--- src/rtl/desc_dma_seq.sv ---
module desc_dma_seq #(
  parameter int N_DESC = 8,
  parameter int ADDR_W = 8,
  localparam int IDX_W = $clog2(N_DESC)
) (
  input  logic              clk,
  input  logic              rst_n,
  input  logic              run,
  input  logic [7:0]        dev_status,
  input  logic [7:0]        int_mask,
  input  logic [7:0]        int_match,
  input  logic [7:0]        br_mask,
  input  logic [7:0]        br_match,
  input  logic [7:0]        wt_mask,
  input  logic [7:0]        wt_match,
  output logic [ADDR_W-1:0] mem_addr,
  output logic              mem_rd,
  output logic              mem_wr,
  output logic [3:0]        mem_be,
  output logic [31:0]       mem_wdata,
  input  logic [31:0]       mem_rdata,
  output logic              out_valid,
  input  logic              out_ready,
  output logic [7:0]        out_data,
  output logic              out_last,
  input  logic              in_valid,
  output logic              in_ready,
  input  logic [7:0]        in_data,
  input  logic              in_last,
  output logic              irq,
  output logic [IDX_W-1:0]  cur_idx,
  output logic              active
);

  typedef enum logic [3:0] {
    S_IDLE, S_HALT, S_RD0, S_RD1, S_RD2, S_DEC, S_ORD, S_OLAT,
    S_OSEND, S_IN, S_QRD, S_QLAT, S_QWR, S_WAIT, S_WB
  } st_t;

  st_t              st;
  logic [2:0]       op;
  logic [1:0]       c_int, c_br, c_wt;
  logic [15:0]      cnt, moved;
  logic [ADDR_W-1:0] daddr;
  logic [IDX_W-1:0] tgt;
  logic [31:0]      obuf, quad;

  function automatic logic applies(input logic [1:0] code, input logic cond);
    return (code == 2'd3) || (code == 2'd1 && cond) || (code == 2'd2 && !cond);
  endfunction

  wire int_dec = applies(c_int, (dev_status & int_mask) == int_match);
  wire br_dec  = applies(c_br,  (dev_status & br_mask)  == br_match);
  wire wt_dec  = applies(c_wt,  (dev_status & wt_mask)  == wt_match);

  wire [ADDR_W-1:0] base  = ADDR_W'({cur_idx, 2'b00});
  wire [ADDR_W-1:0] woff  = ADDR_W'(moved >> 2);
  wire [1:0]        lane  = moved[1:0];
  wire              lastb = (moved + 16'd1 == cnt);
  wire [15:0]       resid = cnt - moved;
  wire [15:0]       stat  = {run, 4'b0000, 1'b1, 1'b0, br_dec, dev_status};
  wire              in_end = lastb || (op == 3'd3 && in_last);

  assign active    = !(st == S_IDLE || st == S_HALT);
  assign irq       = (st == S_WB) && int_dec;
  assign mem_rd    = (st == S_RD0) || (st == S_RD1) || (st == S_RD2) || (st == S_ORD) || (st == S_QRD);
  assign mem_wr    = (st == S_IN && in_valid) || (st == S_QWR) || (st == S_WB);
  assign mem_be    = (st == S_IN) ? (4'b0001 << lane) : 4'hF;
  assign out_valid = (st == S_OSEND);
  assign out_data  = obuf[{lane, 3'b000} +: 8];
  assign out_last  = (st == S_OSEND) && (op == 3'd1) && lastb;
  assign in_ready  = (st == S_IN);

  always_comb begin
    case (st)
      S_RD1:                  mem_addr = base + ADDR_W'(1);
      S_RD2:                  mem_addr = base + ADDR_W'(2);
      S_WB:                   mem_addr = base + ADDR_W'(3);
      S_ORD, S_IN, S_QRD, S_QWR: mem_addr = daddr + woff;
      default:                mem_addr = base;
    endcase
    case (st)
      S_IN:    mem_wdata = {4{in_data}};
      S_QWR:   mem_wdata = quad;
      default: mem_wdata = {resid, stat};
    endcase
  end

  always_ff @(posedge clk) begin
    if (!rst_n) begin
      st <= S_IDLE; cur_idx <= '0; op <= '0; c_int <= '0; c_br <= '0; c_wt <= '0;
      cnt <= '0; moved <= '0; daddr <= '0; tgt <= '0; obuf <= '0; quad <= '0;
    end else begin
      case (st)
        S_IDLE: if (run) st <= S_RD0;
        S_HALT: if (!run) st <= S_IDLE;
        S_RD0: begin moved <= '0; st <= S_RD1; end
        S_RD1: begin
          op <= mem_rdata[2:0]; c_int <= mem_rdata[5:4]; c_br <= mem_rdata[7:6];
          c_wt <= mem_rdata[9:8]; cnt <= mem_rdata[31:16]; st <= S_RD2;
        end
        S_RD2: begin daddr <= mem_rdata[ADDR_W-1:0]; st <= S_DEC; end
        S_DEC: begin
          tgt <= mem_rdata[IDX_W-1:0];
          case (op)
            3'd0, 3'd1: st <= (cnt == 16'd0) ? S_WAIT : S_ORD;
            3'd2, 3'd3: st <= (cnt == 16'd0) ? S_WAIT : S_IN;
            3'd4:       st <= S_QWR;
            3'd5:       st <= S_QRD;
            3'd6:       st <= S_WAIT;
            default:    st <= S_HALT;
          endcase
        end
        S_ORD:  st <= S_OLAT;
        S_OLAT: begin obuf <= mem_rdata; st <= S_OSEND; end
        S_OSEND: if (out_ready) begin
          moved <= moved + 16'd1;
          if (lastb) st <= S_WAIT;
          else if (lane == 2'd3) st <= S_ORD;
        end
        S_IN: if (in_valid) begin
          moved <= moved + 16'd1;
          if (in_end) st <= S_WAIT;
        end
        S_QRD:  st <= S_QLAT;
        S_QLAT: begin quad <= mem_rdata; moved <= 16'd4; st <= S_WAIT; end
        S_QWR:  begin moved <= 16'd4; st <= S_WAIT; end
        S_WAIT: if (!wt_dec) st <= S_WB;
        S_WB: begin
          if (br_dec) cur_idx <= tgt;
          else if (cur_idx == IDX_W'(N_DESC - 1)) cur_idx <= '0;
          else cur_idx <= cur_idx + IDX_W'(1);
          st <= S_IDLE;
        end
        default: st <= S_IDLE;
      endcase
    end
  end

endmodule


--- config.mk ---
export PLATFORM = sky130hd
export DESIGN_NAME = desc_dma_seq
export DESIGN_NICKNAME = d
export VERILOG_FILES = /design/src/rtl/desc_dma_seq.sv
export SDC_FILE = /design/constraint.sdc
export NUM_CORES = 1
export LEC_CHECK = 0
export BUFFER_PORTS_ARGS = -buffer_cell sky130_fd_sc_hd__buf_2
export CAP_MARGIN = 20
export CORE_MARGIN = 10
export CORE_UTILIZATION = 30
export DETAILED_ROUTE_END_ITERATION = 7
export PLACE_DENSITY_LB_ADDON = 0.12
export SYNTH_ARGS = -nofsm -noshare
export SYNTH_HDL_FRONTEND = slang
export SYNTH_SLANG_ARGS = --single-unit
--- constraint.sdc ---
create_clock -name clk -period 6.8 [get_ports clk]
set_input_delay 1.36 -clock clk [delete_from_list [all_inputs] [get_ports clk]]
set_output_delay 1.36 -clock clk [all_outputs]
set_load 0.01 [all_outputs]
==> metrics.txt <==
horizontal die dimension=179.9 um; highest attainable clock frequency=0.1875 GHz; synthesis-stage register bit count=123; starting density of the core=30.45%; post-synthesis share of cell area spent on xor and xnor gates=7.995%; result of the run=complete, no violations; number of top-level pins=164; leakage power=0.003612 uW; number of design-rule violations left by the first detailed-router iteration=431; share of synthesized registers carrying an async set or reset=0%; maximum number of pins on one net before global-route repair=60; Max Cap Viol=0; share of total power in sequential cells=between 30% and 40%; Mean Syn Cell Area=about 7.7 um2; Synth Instances=1002; final period utilization=78.43%; die area=0.03236 mm2; Inserted Clock Buffers=17; Clock Latency Late Sink=0.44 ns; number of standard cells in the final layout excluding fillers=1482; sequential cell area=0.002462 mm2; setup repair after global routing missed its margin=false; portion of the post-synthesis area used by sequential elements=32.11%; critical path, cell by cell=ha_1 > and3_1 > nand4_1 > xnor2_1 > mux2i_1 > a21oi_1 > nor3_1 > nor4b_1 > buf_2; clock tree from TritonCTS=built; count of pins over their slew limit=0; total of fill cells in the finished design=around 2700; clock-pin slew on the worst setup and hold paths=approximately 0.070 ns; worst-margin pin slew=roughly 1.0 ns; Final Hold Fails=0; vias per inst=between 5 and 6; fraction of post-synthesis cell area in the top cell type by area=32.11%; net switching power=996.6 uW; post-synthesis mux area share=3.916%; final net count=1269; top library cells by usage in the layout, fill and taps aside=257 x nand2_1, 163 x buf_2, 123 x dfxtp_1; buffer cell driving the clock tree root=clkbuf_16; final setup fails=0; post-CTS resize count=0; via count of the first global-routing pass=7511; Tot GR Track Use=a little under a fifth; CORE AREA=0.02518 mm2; wire length of the first global-routing pass=45.96 mm; arrival time at the worst endpoint=a little under 4 ns; worst reg-to-reg setup slack=3.29 ns; proportion of power drawn by the clock network=a little over a third; post-CTS setup repair buffer count=0; # rows=58; simple-gate share of the synthesized area=24.15%; Critical Path Slowest Stage Cell=dfxtp_1; final sum of negative setup slack=0 ns; most common cell after layout, fill and taps aside=nand2_1; dominant combinational cell family by area after synthesis=simple AND/OR/NAND/NOR gates; Pint=1587 uW; initial antenna violation count=1; path type of the worst min-delay path=flip-flop to flip-flop; total wirelength of the detailed-routed design=30.01 mm; area growth from synthesis to layout=21.91%; chip height=between 150 and 200 um; Rel. slew slack=30.63%; maximum fanout encountered on the critical timing path=16; DR vias=about 7500; deepest level of the CTS H-tree=4; Cell variety after synth=60; combined area of all synthesized cells=0.007669 mm2; DRC=0; compound-gate portion of the synthesized area=22.08%; path type of the worst setup path=flip-flop to primary output; Max rail drop VDD=around 0.20 mV; dominant cell type by area after synthesis=dfxtp_1; number of buffers added on ports=roughly 160; share of final-layout standard cells stronger than drive strength 1=19.13%; number of placed instances with taps included=1448; most frequently used flop master after synthesis=dfxtp_1; Max Root-Sink Buffers=2; delay of the slowest cell on the worst path=roughly 0.94 ns; number of nets with antenna violations after routing=0; Synthesized Nets=1134; final period demand of the worst path=between 5 and 6 ns; sort of element at the start of the critical path=flip-flop; average wire per cell in the routed design=20.25 um; Post-synth EDFFs=0; aggregate global routing overflow=0; Setup Skew=between 0.01 and 0.015 ns; Final GP Congestion=0.8744; switching power share of the total=38.57%; required time reported for the critical path endpoint=around 5.4 ns; DP Wirelength=23.08 mm; total of warnings raised by yosys=0; Num Clock Sinks=123; Initial DRT Pass Iterations=5; power share of the combinational group=33.0%; footprint of the multi-input gates=0.004871 mm2; total power divided by cell area=276.4 mW/mm2; Synth area leaders=dfxtp_1 32%, nand2_1 13%, a21boi_0 9.2%; Setup crit end kind=primary output; adder-cell share of the synthesized area=about 5.2%; number of buffers inserted by hold repair at cts=0
==> logic make-up (layout without fill, tap and decap cells) <==
logic type | Yosys count | after routing
buf+inv | 86 | 234
xor+xnor | 70 | 70
compound gates | 253 | 253
flops | 123 | 123
fa+ha+maj | 31 | 31
other cells | 0 | 2
mux | 20 | 20
simple gates | 419 | 419
==> cells in the mapped netlist (all sizes together), types with 4 or more instances <==
cell / instances
dfxtp: 123
mux4: 8
nor4: 14
xor2: 14
ha: 28
o21a: 4
nand2b: 8
o21ai: 42
o211ai: 7
clkbuf: 47
nand2: 258
and3: 13
nor3: 20
buf: 10
xnor2: 56
a21boi: 94
inv: 29
nor2b: 14
a211oi: 5
a21o: 8
nand3: 14
o21bai: 5
or3: 9
or4: 4
nor2: 45
a221o: 10
a21oi: 56
a31oi: 4
nand4: 8
mux2i: 12
==> final timing paths <==
check,startpoint,endpoint,depth (start not counted)
worst min-delay path,obuf[26]$_SDFFE_PN0P_,obuf[26]$_SDFFE_PN0P_,2
worst max-delay path,moved[0]$_SDFFE_PN0P_,out_last,9
worst min register to register,obuf[26]$_SDFFE_PN0P_,obuf[26]$_SDFFE_PN0P_,2
worst max register to register,moved[0]$_SDFFE_PN0P_,st[0]$_SDFFE_PN0P_,9
==> flip-flops by register name, indices dropped and copies added, names as in the netlist, 3 cells and up <==
register  count
obuf         32
quad         32
cnt          16
moved        16
daddr         8
st            4
cur_idx       3
op            3
tgt           3
==> cell type report <==
class                      instances  area share [%]
antenna                            2         0.05353
clock buffer                      17           4.550
clock inverter                    15           1.847
inverter                          29           1.164
multi-input combinational        793           52.10
sequential                       123           26.34
tap                              330           4.416
timing repair buffer             173           9.529
==> through the flow <==
stage / total power [uW] / hold slack (ns) / util (%) / area, um2 / worst slack, ns
floorplan: 1344 / 0.4402 / - / 7669 / 2.589
global placement: 1683 / 0.4521 / 34.73 / 8746 / 1.912
detailed placement: 1683 / 0.4558 / 34.73 / 8746 / 1.884
CTS: 2606 / 0.4650 / 37.11 / 9344 / 1.425
global route: 2723 / 0.4844 / 37.12 / 9346 / 1.133
finish: 2584 / 0.4619 / 37.13 / 9349 / 1.467
==> power groups by stage <==
stage	sequential [uW]	combinational, uW	clock, uW
floorplan	777	567	0
global placement	826	857	0
CTS	810	858	938
finish	809	853	921
global route	816	937	971
detailed placement	826	857	0
==> routing by layer <==
layer / track usage, % / vias up / share of wire (%)
met5: 0 / - / 0
met3: 3.153 / 19 / 3.9
li1: - / 3737 / -
met1: 24.21 / 3604 / 47
met4: 3.308 / 0 / 0.90
met2: 29.81 / 176 / 48
==> critical path: cells and delay by family, from the launching register on <==
kind,cells,cell delay [ns]
adders and majority gates,1,0.41
and+or+nand+nor,4,1.53
AOI/OAI and AO/OA,1,0.11
muxes,1,0.13
xor gates and xnor gates,1,0.21
DFF,1,0.94
buffers and inverters,1,0.20
No activity file was read; power rests on OpenSTA's default activity.
